$ cat config.mk
export PLATFORM = sky130hd
export DESIGN_NAME = mpic_top
export DESIGN_NICKNAME = d
export VERILOG_FILES = /design/src/rtl/mpic_pkg.sv /design/src/rtl/mpic_req_bank.sv /design/src/rtl/mpic_prio_enc.sv /design/src/rtl/mpic_vec_drv.sv /design/src/rtl/mpic_top.sv
export SDC_FILE = /design/constraint.sdc
export NUM_CORES = 1
export LEC_CHECK = 0
export ABC_AREA = 1
export BUFFER_PORTS_ARGS = -buffer_cell sky130_fd_sc_hd__clkbuf_2
export CORE_UTILIZATION = 45
export CTS_CLUSTER_SIZE = 40
export DETAILED_ROUTE_END_ITERATION = 16
export PLACE_DENSITY = 0.85
export SYNTH_ARGS = -nofsm -noshare
export SYNTH_HDL_FRONTEND = slang
export SYNTH_SLANG_ARGS = --single-unit
$ cat constraint.sdc
create_clock -name clk -period 1.2 [get_ports clk]
set_input_delay 0.18 -clock clk [delete_from_list [all_inputs] [get_ports clk]]
set_output_delay 0.18 -clock clk [all_outputs]
set_load 0.03 [all_outputs]
$ cat src/rtl/mpic_pkg.sv
package mpic_pkg;
  typedef enum logic [2:0] {
    OP_NOP  = 3'd0,
    OP_MASK = 3'd1,
    OP_CLR  = 3'd2,
    OP_ION  = 3'd3,
    OP_IOF  = 3'd4
  } mpic_op_e;
endpackage

$ cat src/rtl/mpic_req_bank.sv
module mpic_req_bank #(
  parameter int NSRC = 4
) (
  input  logic            clk,
  input  logic            rst,
  input  logic [NSRC-1:0] req_in,
  input  logic [2:0]      cmd_op,
  input  logic [NSRC-1:0] cmd_arg,
  output logic [NSRC-1:0] act_q,
  output logic            any_d,
  output logic [NSRC-1:0] pend_q
);
  import mpic_pkg::*;

  logic [NSRC-1:0] pend_d, mask_d, mask_q, clr_bits;

  always_comb begin
    clr_bits = (cmd_op == OP_CLR) ? cmd_arg : '0;
    pend_d   = (pend_q & ~clr_bits) | req_in;   // a new request beats a clear
    mask_d   = (cmd_op == OP_MASK) ? cmd_arg : mask_q;
    any_d    = |(pend_d & mask_d);
    act_q    = pend_q & mask_q;
  end

  always_ff @(posedge clk) begin
    if (rst) begin
      pend_q <= '0;
      mask_q <= '0;
    end else begin
      pend_q <= pend_d;
      mask_q <= mask_d;
    end
  end
endmodule

$ cat src/rtl/mpic_prio_enc.sv
module mpic_prio_enc #(
  parameter int NSRC = 4,
  localparam int CW = (NSRC > 1) ? $clog2(NSRC) : 1
) (
  input  logic [NSRC-1:0] act,
  output logic [CW-1:0]   code
);
  always_comb begin
    code = CW'(NSRC - 1);
    for (int i = NSRC - 1; i >= 0; i--) begin
      if (act[i]) code = CW'(i);
    end
  end
endmodule

$ cat src/rtl/mpic_vec_drv.sv
module mpic_vec_drv #(
  parameter int CW = 2,
  parameter int VW = 8
) (
  input  logic          clk,
  input  logic          rst,
  input  logic          intack,
  input  logic [CW-1:0] code,
  output logic          ack_rise,
  output logic [VW-1:0] vec_out,
  output logic          vec_oe
);
  logic ack_q;

  assign ack_rise = intack & ~ack_q;

  always_ff @(posedge clk) begin
    if (rst) begin
      ack_q   <= 1'b0;
      vec_oe  <= 1'b0;
      vec_out <= '0;
    end else begin
      ack_q  <= intack;
      vec_oe <= intack;
      if (ack_rise)    vec_out <= VW'(code);
      else if (!intack) vec_out <= '0;
    end
  end
endmodule

$ cat src/rtl/mpic_top.sv
module mpic_top #(
  parameter int NSRC = 4,
  parameter int VW   = 8,
  localparam int CW  = (NSRC > 1) ? $clog2(NSRC) : 1
) (
  input  logic            clk,
  input  logic            rst,
  input  logic [NSRC-1:0] req_in,
  input  logic [2:0]      cmd_op,
  input  logic [NSRC-1:0] cmd_arg,
  input  logic            intack,
  output logic            irq_out,
  output logic [VW-1:0]   vec_out,
  output logic            vec_oe
);
  import mpic_pkg::*;

  logic [NSRC-1:0] act_q, pend_q;
  logic            any_d, ack_rise, ien_q, ien_d;
  logic [CW-1:0]   code;

  mpic_req_bank #(.NSRC(NSRC)) u_bank (
    .clk(clk), .rst(rst), .req_in(req_in), .cmd_op(cmd_op), .cmd_arg(cmd_arg),
    .act_q(act_q), .any_d(any_d), .pend_q(pend_q)
  );

  mpic_prio_enc #(.NSRC(NSRC)) u_enc (.act(act_q), .code(code));

  mpic_vec_drv #(.CW(CW), .VW(VW)) u_vec (
    .clk(clk), .rst(rst), .intack(intack), .code(code),
    .ack_rise(ack_rise), .vec_out(vec_out), .vec_oe(vec_oe)
  );

  always_comb begin
    ien_d = ien_q;
    if (cmd_op == OP_ION) ien_d = 1'b1;
    if (cmd_op == OP_IOF) ien_d = 1'b0;
    if (ack_rise)         ien_d = 1'b0;
  end

  always_ff @(posedge clk) begin
    if (rst) begin
      ien_q   <= 1'b0;
      irq_out <= 1'b0;
    end else begin
      ien_q   <= ien_d;
      irq_out <= ien_d & any_d;
    end
  end
endmodule

==> run_results.csv, run 1 <==
group,metric,value,unit
setup_path,cp_slowest_cell,"dfxtp_1",
floorplanning,design.core.area,1300,sq um
layout,syn2layout_area_growth,16.1,%
clock_tree,cts_buffers,3,
setup_path,r2r_slack,0.20,ns
synth,syn-instance-count,90,
global_routing,antenna_found_initial,0,
clock_tree,clock_latency,0.27,ns
timing,fmax,0.941,GHz
detailed_routing,ant_nets,0,
detailed_routing,firstDrtPassIters,4,
layout,layout-drive-gt1-share,0.202,
pwr,p_per_area,1220,nW/um^2
global_routing,use_met2,0.292,
synth,ys_ff_latch,13,
pwr,peakVddDrop,0.000612,V
setup_path,cp_top_family,"flip-flops",
synth,ys_seq_area_frac,0.418,
clock_tree,cts_tree,"yes",
setup_path,crit_arrival,0.88,ns
detailed_routing,wirelength,1.16,mm
placed_design,place.gp.congestion,0.860,
global_routing,met1_usage,0.210,
clock_tree,post_cts_buffers,0,
synth,netlist_area,623,sq um
placed_design,port_buffers,17,
layout,n_antenna_cell,0,
global_routing,grt_max_degree,13,
setup_path,start_kind,"flip-flop",
detailed_routing,post_drt_wl_per_cell,9.34,um
clock_tree,clockBufferDepth,2,
setup_path,timing.critical_path.cells,"clkbuf_2",
detailed_routing,drc,0,
synth,yosys.area.top_type_share,0.418,
min_path,holdCritPathClass,"input port to flip-flop",
global_routing,grt_pass1_wl,1.83,mm
placed_design,pre_cts_slack,0.110,ns
setup_path,slowest_delay,0.39,ns
clock_tree,clock_sinks,13,
floorplanning,die_h,39.2,um
timing,fin_skew,0.000970,ns
synth,yosysMostFrequentCell,"nand2_1",
floorplanning,design.die.area,1540,sq um
global_routing,overflow,0,
synth,yosysWarningCount,0,
synth,ys.flop_type,"dfxtp_1",
clock_tree,root_buffer,"clkbuf_4",
floorplanning,initial_core_util,0.479,
synth,yosys-top-cells-area,"dfxtp_1, nand2_1, inv_1",
global_routing,grt_usage,0.186,
timing,period_minus_slack,1.06,ns
global_routing,grt_pass1_vias,459,
floorplanning,ios,24,
clock_tree,path_clk_slew,0.08,ns
setup_path,cp-end-kind,"output port",
timing,hold_violations,0,
global_routing,met3_usage,0.0520,
floorplanning,num_rows,13,
layout,fillers,141,
synth,syn_area_per_cell,6.92,sq um
timing,fin_crit_sh,0.885,
pwr,power_leakage,0.399,nW
timing,tns,0,ns
global_routing,busiest_layer,"met2",
synth,async_flop_share,0,
clock_tree,ctsHoldBuffers,0,
timing,worst_slack,0.138,ns
detailed_routing,dr_total_vias,571,
timing,setup_viol,0,
synth,synth_edf_count,0,
placed_design,post-dp-hpwl,920,um
clock_tree,htree_levels,1,
floorplanning,die_w,39.2,um
setup_path,crit_type,"flip-flop to output port",
synth,synth_cell_types,16,
synth,yosys.area.top_type,"dfxtp_1",
detailed_routing,initialDrtViolationCount,11,
timing,grt_setup_unrepaired,"no",
timing,slew_violations,0,
setup_path,cp_data_required_time,1.02,ns
status,status,"finished, final reports clean",
run,drv_cap,0,
detailed_routing,routed_via_density,4.60,
setup_path,critical_path_buf_inv_count,1,
synth,synth_top_cells_by_count,"nand2_1, inv_1, dfxtp_1",
layout,finish.net_count,124,
setup_path,cp_max_fo,4,
[layout by cell type (no fill, tap or decap)]
master / synthesis / final
nand2_1: 22 / 22
clkbuf_2: 0 / 17
inv_1: 16 / 16
dfxtp_1: 13 / 13
nor2_1: 8 / 8
a21oi_1: 6 / 6
conb_1: 1 / 6
o21ai_1: 4 / 4
nand4_1: 4 / 4
nand3_1: 3 / 3
clkbuf_4: 0 / 3
nor3_1: 2 / 2
inv_2: 1 / 1
a31oi_1: 1 / 1
nand3b_4: 1 / 1
a21boi_1: 0 / 1
clkbuf_1: 1 / 1
[state kept, by name, summed over array words and instances, names as in the netlist]
register       count
u_vec.vec_out      2
u_bank.mask_q      4
u_bank.pend_q      4
u_vec.vec_oe       1
irq_out            1
ien_q              1
[repair_timing]
action                                 4_1_cts  5_1_grt
setup endpoints to repair                    0        1
resized for setup                            0        1
endpoints found under the hold margin        0        0
[routing by layer]
layer | share of wire | wire (um) | vias up
met1 | 0.44 | 513 | 241
met4 | 0.018 | 21 | 0
met2 | 0.50 | 577 | 19
li1 | - | - | 309
met5 | 0 | 0 | -
met3 | 0.039 | 45 | 2
[power breakdown]
part / internal, mW / total [mW] / leakage (nW) / switching, mW
combinational: 0.0479 / 0.148 / 0.277 / 0.100
sequential: 0.452 / 0.463 / 0.107 / 0.0108
clock: 0.129 / 0.268 / 0.0150 / 0.139
[metrics by stage]
step / cells / utilization / hold WS (ns) / power (mW) / cell area (sq um)
after CTS: 124 / 0.556 / 0.134 / 0.888 / 723
after global routing: 124 / 0.556 / 0.133 / 0.932 / 723
after floorplan: 95 / - / 0.249 / 0.588 / 642
after global placement: 120 / 0.536 / 0.424 / 0.617 / 697
final: 124 / 0.556 / 0.140 / 0.880 / 723
after detailed placement: 120 / 0.536 / 0.431 / 0.621 / 697
[cell type report]
class / count / area (sq um) / area share
timing repair buffer: 17 / 85.1 / 0.118
sequential: 13 / 260 / 0.360
inverter: 17 / 63.8 / 0.0882
tap: 15 / 18.8 / 0.0260
multi-input combinational: 58 / 269 / 0.372
clock buffer: 4 / 26.3 / 0.0363
[cells by family (layout without fill, tap and decap cells)]
| logic type | Yosys count | after routing | share of synthesized area |
|---|---|---|---|
| flops | 13 | 13 | 0.418 |
| compound gates | 12 | 12 | 0.102 |
| simple gates | 40 | 40 | 0.293 |
| other cells | 1 | 6 | 0.00602 |
| buf+inv | 24 | 38 | 0.181 |
[worst paths after layout]
check                                 from                       endpoint  cells after the start
max                u_vec.vec_oe$_SDFF_PP0_                         vec_oe                      1
min                              req_in[1]    u_bank.pend_q[1]$_SDFF_PP0_                      3
max reg2reg        u_vec.vec_oe$_SDFF_PP0_  u_vec.vec_out[1]$_SDFFE_PP0P_                      4
min reg2reg  u_vec.vec_out[0]$_SDFFE_PP0P_  u_vec.vec_out[0]$_SDFFE_PP0P_                      2
Note: power is estimated with default switching activity, not from simulation.
==> run 2, diff against run 1 <==
GPL_TIMING_DRIVEN = 0   (was default)
==> run 2 against run 1 <==
Net effect: clock-buffer cell count is the same; sequential share of layout area down 2.3 points; worst setup slack got worse by 0.027 ns; non-clock buffer count grew 7; fmax down 2.4%; global-route usage hardly changed; critical path type unchanged; clock power grew 3%; final area is 6.7% higher; highest routed layer unchanged; routed wire length is 8.1% higher.
==> run_results.csv, run 2 (synthesis results as in run 1) <==
group,metric,value,unit
status,status,"finished, final reports clean",
layout,final_common_cell,"nand2_1",
setup_path,reg2reg_depth,4,
pwr,power_frac_comb,0.185,
setup_path,critical_path_buf_inv_count,1,
setup_path,cp_data_required_time,1.02,ns
timing,tns,0,ns
clock_tree,path_clk_slew,0.08,ns
detailed_routing,firstDrtPassIters,4,
run,drv_cap,0,
floorplanning,ios,24,
clock_tree,root_buffer,"clkbuf_4",
pwr,power_leakage,0.432,nW
setup_path,cp_slowest_cell,"dfxtp_1",
pwr,p_per_area,1170,nW/um^2
pwr,clkPwrFrac,0.304,
floorplanning,design.core.area,1300,sq um
pwr,power_frac_seq,0.512,
layout,top_regs,"u_bank.mask_q x4, u_bank.pend_q x4, u_vec.vec_out x2",
min_path,holdPathStages,2,
setup_path,crit_arrival,0.91,ns
placed_design,port_buffers,17,
placed_design,place.gp.congestion,0.809,
layout,finish.net_count,131,
clock_tree,clockBufferDepth,2,
setup_path,slowest_delay,0.40,ns
floorplanning,die_h,39.2,um
timing,grt_setup_unrepaired,"no",
min_path,hold_start,"rst",
timing,setup_viol,0,
timing,slew_violations,0,
global_routing,grt_pass1_wl,1.84,mm
clock_tree,htree_levels,1,
clock_tree,cts_resized,0,
setup_path,crit_type,"flip-flop to output port",
detailed_routing,ant_nets,0,
clock_tree,clock_sinks,13,
clock_tree,post_cts_buffers,0,
timing,hold_slack,0.0961,ns
setup_path,cp_top_family,"flip-flops",
global_routing,antenna_found_initial,0,
layout,syn2layout_area_growth,23.9,%
pwr,peakVddDrop,0.000751,V
setup_path,cp-startpoint,"u_vec.vec_oe$_SDFF_PP0_",
clock_tree,cts_buffers,3,
min_path,holdCritPathClass,"input port to flip-flop",
pwr,netSwitchingPower,0.263,mW
setup_path,start_kind,"flip-flop",
min_path,hold_end,"u_bank.pend_q[2]$_SDFF_PP0_",
floorplanning,design.die.area,1540,sq um
timing,fin_skew,0.00302,ns
setup_path,r2r_slack,0.12,ns
timing,fin_crit_sh,0.908,
setup_path,cp_max_fo,4,
setup_path,reg2reg_to,"u_vec.vec_out[1]$_SDFFE_PP0P_",
global_routing,overflow,0,
timing,hold_violations,0,
clock_tree,cts_tree,"yes",
timing,fmax,0.918,GHz
global_routing,grt_max_degree,11,
layout,layout-drive-gt1-share,0.241,
setup_path,r2r-start,"u_vec.vec_oe$_SDFF_PP0_",
clock_tree,ctsHoldBuffers,0,
detailed_routing,post_drt_wl_per_cell,9.56,um
pwr,p_total,0.906,mW
global_routing,grt_pass1_vias,515,
floorplanning,num_rows,13,
detailed_routing,dr_total_vias,626,
placed_design,post-dp-hpwl,917,um
global_routing,grt_usage,0.185,
clock_tree,clock_latency,0.28,ns
pwr,switching_share,0.290,
detailed_routing,wirelength,1.25,mm
detailed_routing,routed_via_density,4.78,
layout,most-common-layout-cells,"nand2_1, clkbuf_2, inv_1",
pwr,internal-power,0.643,mW
floorplanning,die_w,39.2,um
layout,n_antenna_cell,0,
setup_path,timing.critical_path.cells,"clkbuf_2",
detailed_routing,initialDrtViolationCount,11,
floorplanning,initial_core_util,0.479,
timing,period_minus_slack,1.09,ns
setup_path,cp-end-kind,"output port",
detailed_routing,drc,0,
layout,utilization,0.593,
-- run 2: how the worst max path moves through the flow --
stage / end / slack (ns) / cells after the start
2_1_floorplan: u_vec.vec_out[0]$_SDFFE_PP0P_ / 0.18 / 4
5_1_grt: u_vec.vec_out[1]$_SDFFE_PP0P_ / 0.004 / 4
3_3_place_gp: irq_out$_SDFF_PP0_ / 0.14 / 8
4_1_cts: u_vec.vec_out[1]$_SDFFE_PP0P_ / 0.12 / 4
6_report: vec_oe / 0.11 / 1
3_5_place_dp: u_vec.vec_out[1]$_SDFFE_PP0P_ / 0.13 / 4
-- run 2: power by group through the flow --
stage / logic (mW) / clock network, mW / registers [mW]
global placement: 0.163 / 0 / 0.472
finish: 0.168 / 0.275 / 0.464
detailed placement: 0.165 / 0 / 0.473
global route: 0.187 / 0.299 / 0.465
floorplan: 0.105 / 0 / 0.483
CTS: 0.167 / 0.280 / 0.463
-- run 2: stage by stage --
| step | instances | cell area, sq um | worst slack, ns |
|---|---|---|---|
| after floorplan | 95 | 642 | 0.178 |
| after CTS | 131 | 772 | 0.116 |
| after global routing | 131 | 772 | 0.00416 |
| after global placement | 127 | 746 | 0.139 |
| after detailed placement | 127 | 746 | 0.130 |
| final | 131 | 772 | 0.111 |
-- run 2: metal layers --
layer	wire, um	global-route usage	share of wire	vias to the layer above
met2	605	0.325	0.48	28
met3	81	0.0462	0.065	6
met1	526	0.167	0.42	272
met5	0	0	0	-
li1	-	-	-	320
met4	38	0.181	0.030	0
-- run 2: final cells by class --
class | count | area, sq um
fill | 118 | 529
multi-input combinational | 58 | 269
sequential | 13 | 260
inverter | 17 | 63.8
tap | 15 | 18.8
timing repair buffer | 17 | 85.1
clock buffer | 4 | 26.3
buffer | 7 | 48.8
==> run 3, diff against run 2 <==
BUFFER_PORTS_ARGS = -buffer_cell sky130_fd_sc_hd__buf_2   (was -buffer_cell sky130_fd_sc_hd__clkbuf_2)
REMOVE_ABC_BUFFERS = 1   (was default)
==> run 3 against run 2 <==
Net effect: non-clock buffer count down 7; flip-flop and latch count unchanged; routed wire length down 9.3%; register-to-register slack better by 0.09 ns; fmax up 3.8%; clock skew up 0.0018 ns; combinational power down 12%; sequential power about the same; core utilization down 3.8 points; sequential share of layout area up 2.3 points.
==> run_results.csv, run 3 (synthesis results as in run 1) <==
group,metric,value,unit
status,status,"finished, final reports clean",
global_routing,antenna_found_initial,0,
timing,hold_violations,0,
setup_path,cp-startpoint,"u_vec.vec_oe$_SDFF_PP0_",
setup_path,r2r-start,"u_vec.vec_oe$_SDFF_PP0_",
setup_path,cp_data_required_time,1.02,ns
clock_tree,clock_latency,0.28,ns
placed_design,port_buffers,17,
floorplanning,die_w,39.2,um
pwr,power_leakage,0.398,nW
setup_path,start_kind,"flip-flop",
layout,syn2layout_area_growth,16.1,%
pwr,peakVddDrop,0.000646,V
layout,utilization,0.556,
clock_tree,ctsHoldBuffers,0,
timing,fmax,0.953,GHz
setup_path,timing.critical_path.cells,"buf_2",
clock_tree,cts_buffers,3,
setup_path,slowest_delay,0.38,ns
clock_tree,cts_resized,0,
detailed_routing,dr_total_vias,580,
layout,final_common_cell,"nand2_1",
detailed_routing,routed_via_density,4.68,
global_routing,grt_pass1_wl,1.66,mm
floorplanning,ios,24,
timing,slew_violations,0,
detailed_routing,drc,0,
layout,top_regs,"u_bank.mask_q x4, u_bank.pend_q x4, u_vec.vec_out x2",
setup_path,cp_max_fo,4,
setup_path,cp.depth,1,
timing,tns,0,ns
timing,fin_crit_sh,0.874,
layout,finish.net_count,124,
setup_path,crit_arrival,0.87,ns
setup_path,cp_slowest_cell,"dfxtp_1",
detailed_routing,ant_nets,0,
clock_tree,clock_sinks,13,
detailed_routing,initialDrtViolationCount,12,
timing,grt_setup_unrepaired,"no",
floorplanning,die_h,39.2,um
floorplanning,num_rows,13,
setup_path,reg2reg_to,"u_vec.vec_out[1]$_SDFFE_PP0P_",
setup_path,reg2reg_depth,4,
detailed_routing,wirelength,1.14,mm
global_routing,overflow,0,
placed_design,post-dp-hpwl,877,um
setup_path,r2r_slack,0.21,ns
clock_tree,clockBufferDepth,2,
run,drv_cap,0,
floorplanning,design.die.area,1540,sq um
layout,multi_input_area,269,sq um
timing,period_minus_slack,1.05,ns
clock_tree,root_buffer,"clkbuf_4",
setup_path,cp-end-kind,"output port",
detailed_routing,firstDrtPassIters,4,
timing,fin_skew,0.00478,ns
floorplanning,design.core.area,1300,sq um
setup_path,cp_top_family,"flip-flops",
layout,seq_area,260,sq um
layout,n_antenna_cell,0,
pwr,p_per_area,1230,nW/um^2
global_routing,grt_max_degree,13,
clock_tree,htree_levels,1,
setup_path,crit_type,"flip-flop to output port",
clock_tree,post_cts_buffers,0,
layout,layout-drive-gt1-share,0.202,
detailed_routing,post_drt_wl_per_cell,9.15,um
clock_tree,cts_tree,"yes",
clock_tree,path_clk_slew,0.08,ns
floorplanning,initial_core_util,0.479,
timing,setup_viol,0,
layout,fillers,139,
setup_path,crit_path_end,"vec_oe",
placed_design,place.gp.congestion,0.821,
layout,most-common-layout-cells,"nand2_1, buf_2, inv_1",
min_path,holdCritPathClass,"input port to flip-flop",
setup_path,critical_path_buf_inv_count,1,
global_routing,grt_usage,0.171,
global_routing,grt_pass1_vias,430,
[run 3: changes by cell type in the layout (fill, tap and decap cells not counted), sizes merged]
| cell | delta |
|---|---|
| buf | +11 |
| clkbuf | -18 |
[run 3: worst min-delay path by stage]
stage / startpoint / endpoint / slack (ns) / cells after the start
floorplan: rst / u_bank.pend_q[0]$_SDFF_PP0_ / 0.25 / 1
global placement: intack / u_vec.vec_oe$_SDFF_PP0_ / 0.43 / 3
detailed placement: intack / u_vec.vec_oe$_SDFF_PP0_ / 0.44 / 3
CTS: req_in[3] / u_bank.pend_q[3]$_SDFF_PP0_ / 0.14 / 3
global route: intack / u_vec.vec_oe$_SDFF_PP0_ / 0.15 / 3
finish: req_in[3] / u_bank.pend_q[3]$_SDFF_PP0_ / 0.15 / 3
[run 3: metrics by stage]
stage | hold WS (ns) | power, mW | setup slack (ns) | instances | instance area, sq um
floorplan | 0.249 | 0.570 | 0.179 | 88 | 593
global placement | 0.426 | 0.617 | 0.122 | 120 | 697
detailed placement | 0.437 | 0.621 | 0.111 | 120 | 697
CTS | 0.140 | 0.900 | 0.145 | 124 | 723
global route | 0.149 | 0.933 | 0.0582 | 124 | 723
finish | 0.146 | 0.888 | 0.151 | 124 | 723
[run 3: per-layer routing]
layer  up-vias  global-route usage  wire length [um]
met5         -                   0                 0
met2        20               0.254               513
met3         5              0.0520                60
met1       248               0.201               518
li1        307                   -                 -
met4         0               0.129                42
[run 3: report_power, final]
group | total [mW] | internal [mW] | switching, mW
registers | 0.462 | 0.452 | 0.00977
clock network | 0.277 | 0.129 | 0.148
logic | 0.148 | 0.0479 | 0.100
total | 0.888 | 0.630 | 0.258
[run 3: cell type report]
type,count,area share
Tap cell,15,0.0260
Inverter,17,0.0882
Timing Repair Buffer,17,0.118
Clock buffer,4,0.0363
Sequential cell,13,0.360
Multi-Input combinational cell,58,0.372
